File: config.mk
export PLATFORM = sky130hd
export DESIGN_NAME = regionToggleCtl
export DESIGN_NICKNAME = d
export VERILOG_FILES = /design/src/rtl/regionTogglePkg.sv /design/src/rtl/togDatapath.sv /design/src/rtl/togControl.sv /design/src/rtl/regionToggleCtl.sv
export SDC_FILE = /design/constraint.sdc
export NUM_CORES = 1
export LEC_CHECK = 0
export ABC_AREA = 1
export BUFFER_PORTS_ARGS = -buffer_cell sky130_fd_sc_hd__buf_2
export CAP_MARGIN = 5
export CORE_AREA = 2 2 39 41
export DETAILED_ROUTE_END_ITERATION = 16
export DIE_AREA = 0 0 41 43
export PLACE_DENSITY = 0.6
export SLEW_MARGIN = 20
export SYNTH_ARGS = -nofsm -noshare
export SYNTH_HDL_FRONTEND = slang
export SYNTH_SLANG_ARGS = --single-unit
File: constraint.sdc
create_clock -name clk -period 2.7 [get_ports clk]
set_clock_uncertainty 0.1 [all_clocks]
set_input_delay 0.675 -clock clk [delete_from_list [all_inputs] [get_ports clk]]
set_output_delay 0.675 -clock clk [all_outputs]
set_load 0.03 [all_outputs]
File: src/rtl/regionTogglePkg.sv
package regionTogglePkg;

  typedef enum logic [1:0] {
    CYC_IDLE  = 2'b00,
    CYC_FETCH = 2'b01,
    CYC_READ  = 2'b10,
    CYC_WRITE = 2'b11
  } cycT;

  // Strobes from the control to the datapath and the block edge
  typedef struct packed {
    logic memEn;
    logic selWr;
    logic jumpWr;
    logic jumpFix;
    logic randEn;
    logic compress;
    logic sigRead;
  } strobeT;

endpackage

File: src/rtl/togDatapath.sv
module togDatapath
  import regionTogglePkg::*;
#(
  parameter int unsigned ADDR_W   = 16,
  parameter int unsigned LOC_W    = 6,
  parameter int unsigned SIG_W    = 4,
  parameter int unsigned TOG_BITS = 3,
  parameter logic [ADDR_W-1:0] TRIG_ADDR = 16'h0030,
  parameter logic [LOC_W-1:0]  FIX_START = 6'h20,
  parameter logic [LOC_W-1:0]  WR_START  = 6'h01
) (
  input  logic [ADDR_W-1:0] busAddr,
  input  logic [SIG_W-1:0]  sigBits,
  input  strobeT            strobes,
  output logic              trigHit,
  output logic              sigOk,
  output logic              memSel,
  output logic [LOC_W-1:0]  memAddr
);

  assign trigHit = (busAddr == TRIG_ADDR);

  // Gate that decides whether a return to the fixed code is allowed
  generate
    if (TOG_BITS == 0) begin : gAlways
      logic unusedSig;
      assign unusedSig = ^sigBits;
      assign sigOk = 1'b1;
    end else begin : gMask
      logic unusedSig;
      assign unusedSig = ^sigBits;
      assign sigOk = &sigBits[TOG_BITS-1:0];
    end
  endgenerate

  always_comb begin
    if (strobes.jumpWr)      memAddr = WR_START;
    else if (strobes.jumpFix) memAddr = FIX_START;
    else if (strobes.memEn)  memAddr = busAddr[LOC_W-1:0];
    else                     memAddr = '0;
  end

  assign memSel = strobes.selWr;

endmodule

File: src/rtl/togControl.sv
module togControl
  import regionTogglePkg::*;
(
  input  logic       clk,
  input  logic       rstN,
  input  logic       testEn,
  input  logic [1:0] cycType,
  input  logic       trigHit,
  input  logic       sigOk,
  output strobeT     strobes
);

  logic regionWr;
  cycT  cyc;

  assign cyc = cycT'(cycType);

  always_ff @(posedge clk or negedge rstN) begin
    if (!rstN)                                 regionWr <= 1'b0;
    else if (!testEn)                          regionWr <= 1'b0;
    else if (cyc == CYC_FETCH && trigHit)      regionWr <= !(regionWr && sigOk);
  end

  always_comb begin
    strobes = '0;
    if (testEn) begin
      unique case (cyc)
        CYC_FETCH: begin
          strobes.memEn    = 1'b1;
          strobes.compress = 1'b1;
          if (trigHit) begin
            if (regionWr && sigOk) begin
              strobes.jumpFix = 1'b1;
            end else begin
              strobes.jumpWr = 1'b1;
              strobes.selWr  = 1'b1;
            end
          end else begin
            strobes.selWr = regionWr;
          end
          strobes.randEn = strobes.selWr;
        end
        CYC_READ:  strobes.sigRead  = 1'b1;
        CYC_WRITE: strobes.compress = 1'b1;
        default: ;
      endcase
    end
  end

endmodule

File: src/rtl/regionToggleCtl.sv
module regionToggleCtl
  import regionTogglePkg::*;
#(
  parameter int unsigned ADDR_W   = 16,
  parameter int unsigned LOC_W    = 6,
  parameter int unsigned SIG_W    = 4,
  parameter int unsigned TOG_BITS = 3,
  parameter logic [ADDR_W-1:0] TRIG_ADDR = 16'h0030,
  parameter logic [LOC_W-1:0]  FIX_START = 6'h20,
  parameter logic [LOC_W-1:0]  WR_START  = 6'h01
) (
  input  logic              clk,
  input  logic              rstN,
  input  logic              testEn,
  input  logic [1:0]        cycType,
  input  logic [ADDR_W-1:0] busAddr,
  input  logic [SIG_W-1:0]  sigBits,
  output logic              memEn,
  output logic              memSel,
  output logic [LOC_W-1:0]  memAddr,
  output logic              randWbEn,
  output logic              compress,
  output logic              sigRead
);

  strobeT strobes;
  logic   trigHit;
  logic   sigOk;

  togControl ctl_i (
    .clk     (clk),
    .rstN    (rstN),
    .testEn  (testEn),
    .cycType (cycType),
    .trigHit (trigHit),
    .sigOk   (sigOk),
    .strobes (strobes)
  );

  togDatapath #(
    .ADDR_W(ADDR_W), .LOC_W(LOC_W), .SIG_W(SIG_W), .TOG_BITS(TOG_BITS),
    .TRIG_ADDR(TRIG_ADDR), .FIX_START(FIX_START), .WR_START(WR_START)
  ) dp_i (
    .busAddr (busAddr),
    .sigBits (sigBits),
    .strobes (strobes),
    .trigHit (trigHit),
    .sigOk   (sigOk),
    .memSel  (memSel),
    .memAddr (memAddr)
  );

  assign memEn    = strobes.memEn;
  assign randWbEn = strobes.randEn;
  assign compress = strobes.compress;
  assign sigRead  = strobes.sigRead;

endmodule

==> results.yml, run 1 <==
clock_tree:
  cts_setup_buffers: 0
  cts.repair.resized: 0
  clk_latency_ps: 0
  clk_pin_slew_ps: 0
  postCtsHoldBufs: 0
floorplanning:
  die_h_um: 43
  fp-row-count: 14
  die_w_um: 41
  io_pins: 36
  die_area_um2: 1760
  coreArea_um2: 1380
  start_util_pct: 20.6
synth:
  syn_area_um2: 285
  ys_warn_count: 0
  ys_seq_elements: 1
  synth_area_per_cell_um2: 4.92
  synthTopCellsByArea: "nor2_1 (28%), nand2_1 (20%), inv_1 (9.2%), dfrtp_1 (8.8%), nor2_4 (7.9%)"
  netlist_instances: 58
  synth_top_area_share_pct: 27.6
  syn_nets: 83
  seq_area_frac_synth_pct: 8.77
  ys_types: 13
  yosys.area.top_type: "nor2_1"
sta:
  timing.hold.ws_ps: 350
  hold_viol_final: 0
  fin_crit_ps: 2340
  tns_ps: 0
  fmax_mhz: 428
  drv_slew: 0
  rsz0062_at_grt: "no"
  finalCritPeriodShare_pct: 86.5
  relSlewSlack_pct: 89.9
  finalSetupViolations: 0
  tightest_slew_ps: 150
placement:
  dp_hpwl_um: 772
  place_area_um2: 468
  port_buffers: 34
  gp_congestion: 0.651
finish:
  design_area_um2: 468
  drive_above_1_share_pct: 45.1
  largest_reg_flops: 1
  top_register: "ctl_i.regionWr"
  utilization_pct: 33.8
  syn_to_final_growth_pct: 64.0
  layout_commonest_cell: "buf_2"
  top_regs: "ctl_i.regionWr x1"
  nets: 118
  most-common-layout-cells: "buf_2 (34), nor2_1 (21), nand2_1 (15)"
  antenna_cells: 0
global_route:
  first_global_vias: 366
  grt_usage_pct: 9.50
  grt_pass1_wl_um: 1280
  grt_max_degree: 6
  antenna_found_initial: 0
  grt_overflow: 0
worst_setup_path:
  startpoint_type: "input port"
  crit_path_end_kind: "output pin"
  worstPathMaxFanout: 5
  arrival_ps: 1560
  worstPathRequired_ps: 1920
  crit_type: "input port to output pin"
detailed_routing:
  drc: 0
  ant_nets: 0
  vias_per_cell: 4.10
  wl_per_cell_um: 7.74
  vias: 439
  drtIter0Drc: 2
  dr.pass1.iters: 4
  wirelength_um: 828
job:
  maxCapViolCount: 0
pwr:
  power_density_nw_per_um2: 137
  p_total_uw: 64.3
  peakVddDrop_mv: 0.0469
  leakage_uw: 0.000290
outcome:
  status: "finished clean"
min_path:
  hold_class: "input port to asynchronous set/reset pin"
## synth_stat cells
master / n
nand3_1: 2
nand2_2: 1
nor2_1: 21
nand3_2: 2
nand2_1: 15
nor2_2: 1
dfrtp_1: 1
nand3b_1: 1
inv_1: 7
buf_4: 1
nor2_4: 2
inv_2: 1
a21oi_1: 3
## cell families (layout without fill, tap and decap cells)
| kind of cell | Yosys count | in the layout | synth area share [%] |
|---|---|---|---|
| flops | 1 | 1 | 8.77 |
| simple gates | 45 | 45 | 72.8 |
| compound gates | 3 | 3 | 5.26 |
| buf+inv | 9 | 42 | 13.2 |
## stage by stage
stage,instances,worst slack [ps]
floorplan,58,127
global placement,107,376
detailed placement,107,345
CTS,107,342
global route,107,264
finish,107,363
## layer usage
metal | GRT usage (%) | routed length [um] | up-vias
met5 | 0 | 0 | -
met4 | 0 | 0 | 0
met3 | 0 | 71 | 0
met2 | 19.1 | 399 | 18
met1 | 10.8 | 357 | 179
li1 | - | - | 242
## path summary, 6_finish.rpt
| kind | cells after the start | slack (ps) | startpoint | endpoint |
|---|---|---|---|---|
| worst max-delay path | 7 | 360 | busAddr[1] | memSel |
| worst min register to register | 4 | 480 | ctl_i.regionWr$_DFFE_PN0P_ | ctl_i.regionWr$_DFFE_PN0P_ |
| min in group clk | 4 | 480 | ctl_i.regionWr$_DFFE_PN0P_ | ctl_i.regionWr$_DFFE_PN0P_ |
| max in group asynchronous | 1 | 2060 | rstN | ctl_i.regionWr$_DFFE_PN0P_ |
| worst min-delay path | 1 | 350 | rstN | ctl_i.regionWr$_DFFE_PN0P_ |
| worst max register to register | 5 | 1720 | ctl_i.regionWr$_DFFE_PN0P_ | ctl_i.regionWr$_DFFE_PN0P_ |
## worst max-delay path, stage by stage
cell and delay, ps:
buf_2 110, nor2_1 120, nand3_2 100, nor2_4 130
a21oi_1 80, nor2_1 130, buf_2 210
## power breakdown
part	total [uW]	internal (uW)	switching, uW	leakage [uW]
Clock	0	0	0	0
Sequential	15.3	15.3	0.0000865	0.0000140
Combinational	49.0	20.7	28.3	0.000276
## area by class of cell
type                            instances  area (um^2)
Tap cell                               16         20.0
Sequential cell                         1         25.0
Inverter                                8         30.0
Timing Repair Buffer                   34          170
Fill cell                             160          916
Multi-Input combinational cell         48          223
Note: power is estimated with default switching activity, not from simulation.
==> run 2, diff against run 1 <==
--- a/config.mk
+++ b/config.mk
@@ -8,9 +8,9 @@
 export ABC_AREA = 1
 export BUFFER_PORTS_ARGS = -buffer_cell sky130_fd_sc_hd__buf_2
 export CAP_MARGIN = 5
-export CORE_AREA = 2 2 39 41
+export CORE_AREA = 5 5 42 44
 export DETAILED_ROUTE_END_ITERATION = 16
-export DIE_AREA = 0 0 41 43
+export DIE_AREA = 0 0 47 49
 export PLACE_DENSITY = 0.6
 export SLEW_MARGIN = 20
 export SYNTH_ARGS = -nofsm -noshare
==> constraint.sdc (replaced) <==
create_clock -name clk -period 2.94 [get_ports clk]
set_clock_uncertainty 0.1 [all_clocks]
set_input_delay 0.735 -clock clk [delete_from_list [all_inputs] [get_ports clk]]
set_output_delay 0.735 -clock clk [all_outputs]
set_load 0.03 [all_outputs]
==> run 2 against run 1 <==
Net effect: core utilization decreased by 0.42 points; global-route usage decreased by 1.7 points; critical path depth unchanged; cell count unchanged; first-iteration DRC count increased by 50%; die area increased by 31%; hold slack improved by 60 ps; routed wire length increased by 14%; sequential power decreased by 8%; cell area unchanged; largest cell class unchanged; largest power group unchanged.
==> results.yml, run 2 (synthesis results as in run 1) <==
finish:
  largest_reg_flops: 1
  regArea_um2: 25.0
  drive_above_1_share_pct: 45.1
  most-common-layout-cells: "buf_2 (34), nor2_1 (21), nand2_1 (15)"
  top_register: "ctl_i.regionWr"
  syn_to_final_growth_pct: 64.0
  fillers: 178
  top_regs: "ctl_i.regionWr x1"
  layout_commonest_cell: "buf_2"
  nets: 118
  fin_cells: 107
  antenna_cells: 0
  multiInputGateArea_um2: 223
floorplanning:
  die_area_um2: 2300
  fp-row-count: 14
  coreArea_um2: 1400
  die_w_um: 47
  start_util_pct: 20.4
  die_h_um: 49
  io_pins: 36
sta:
  fmax_mhz: 405
  relSlewSlack_pct: 89.5
  fin_crit_ps: 2470
  tns_ps: 0
  finalCritPeriodShare_pct: 83.9
  rsz0062_at_grt: "no"
  finalSetupViolations: 0
  drv_slew: 0
  tightest_slew_ps: 159
  hold_viol_final: 0
pwr:
  switching_power_uw: 25.9
  netSwitchingFraction_pct: 43.9
  peakVddDrop_mv: 0.0490
  clock_power_share_pct: 0
  p_total_uw: 58.9
  p_int_uw: 33.0
  pwr-share-seq_pct: 23.8
  combinationalPowerShare_pct: 76.2
  leakage_uw: 0.000290
  power_density_nw_per_um2: 126
clock_tree:
  postCtsHoldBufs: 0
  clk_latency_ps: 0
  cts_setup_buffers: 0
  clk_pin_slew_ps: 0
  cts.repair.resized: 0
placement:
  gp_congestion: 0.658
  dp.cells: 107
  port_buffers: 34
  dp_hpwl_um: 878
global_route:
  antenna_found_initial: 0
  grt_pass1_wl_um: 1470
  grt_max_degree: 6
  grt_usage_pct: 7.79
  first_global_vias: 365
  grt_overflow: 0
min_path:
  hold_class: "input port to asynchronous set/reset pin"
worst_setup_path:
  crit_path_end_kind: "output pin"
  worstPathMaxFanout: 5
  crit_type: "input port to output pin"
  reg2reg_depth: 5
  worstPathRequired_ps: 2110
  startpoint_type: "input port"
  arrival_ps: 1630
detailed_routing:
  vias_per_cell: 4.10
  vias: 439
  drc: 0
  drtIter0Drc: 3
  ant_nets: 0
  dr.pass1.iters: 4
  wl_per_cell_um: 8.79
  wirelength_um: 940
job:
  maxCapViolCount: 0
outcome:
  status: "finished clean"
-- run 2: cell counts in the layout (fill, tap and decap cells not counted) --
Identical to the previous run, type by type.
-- run 2: worst max-delay path, cell delays in order --
cell and delay (ps):
buf_2 110, nor2_1 120, nand3_2 110, nor2_4 140, a21oi_1 80, nor2_1 130, buf_2 220
-- run 2: cell type report --
type / count / area share [%]
multi-input combinational: 48 / 47.6
timing repair buffer: 34 / 36.4
inverter: 8 / 6.42
sequential: 1 / 5.35
tap: 16 / 4.28
-- run 2: power groups by stage --
stage	Combinational [uW]	Sequential [uW]	Clock [uW]
2_1_floorplan	21.8	14.0	0
3_3_place_gp	44.8	14.0	0
3_5_place_dp	45.5	14.0	0
4_1_cts	45.7	14.0	0
5_1_grt	50.5	14.0	0
6_report	44.9	14.0	0
-- run 2: through the flow --
step           worst slack (ps)  util, %  area (um^2)  hold WS (ps)
2_1_floorplan               247        -          285           339
3_3_place_gp                497     33.4          468           410
3_5_place_dp                472     33.4          468           412
4_1_cts                     469     33.4          468           411
5_1_grt                     346     33.4          468           417
6_report                    473     33.4          468           410
-- run 2: metal layers --
metal  wire (um)  GRT usage, %
met2         408          11.8
met1         385          12.4
met3         146         0.738
met5           0             0
met4           0             0
-- run 2: worst paths after layout --
kind	slack, ps	end	start
worst min register to register	470	ctl_i.regionWr$_DFFE_PN0P_	ctl_i.regionWr$_DFFE_PN0P_
min in group clk	470	ctl_i.regionWr$_DFFE_PN0P_	ctl_i.regionWr$_DFFE_PN0P_
worst max register to register	1970	ctl_i.regionWr$_DFFE_PN0P_	ctl_i.regionWr$_DFFE_PN0P_
worst min-delay path	410	ctl_i.regionWr$_DFFE_PN0P_	rstN
max in group asynchronous	2240	ctl_i.regionWr$_DFFE_PN0P_	rstN
worst max-delay path	470	memSel	busAddr[1]
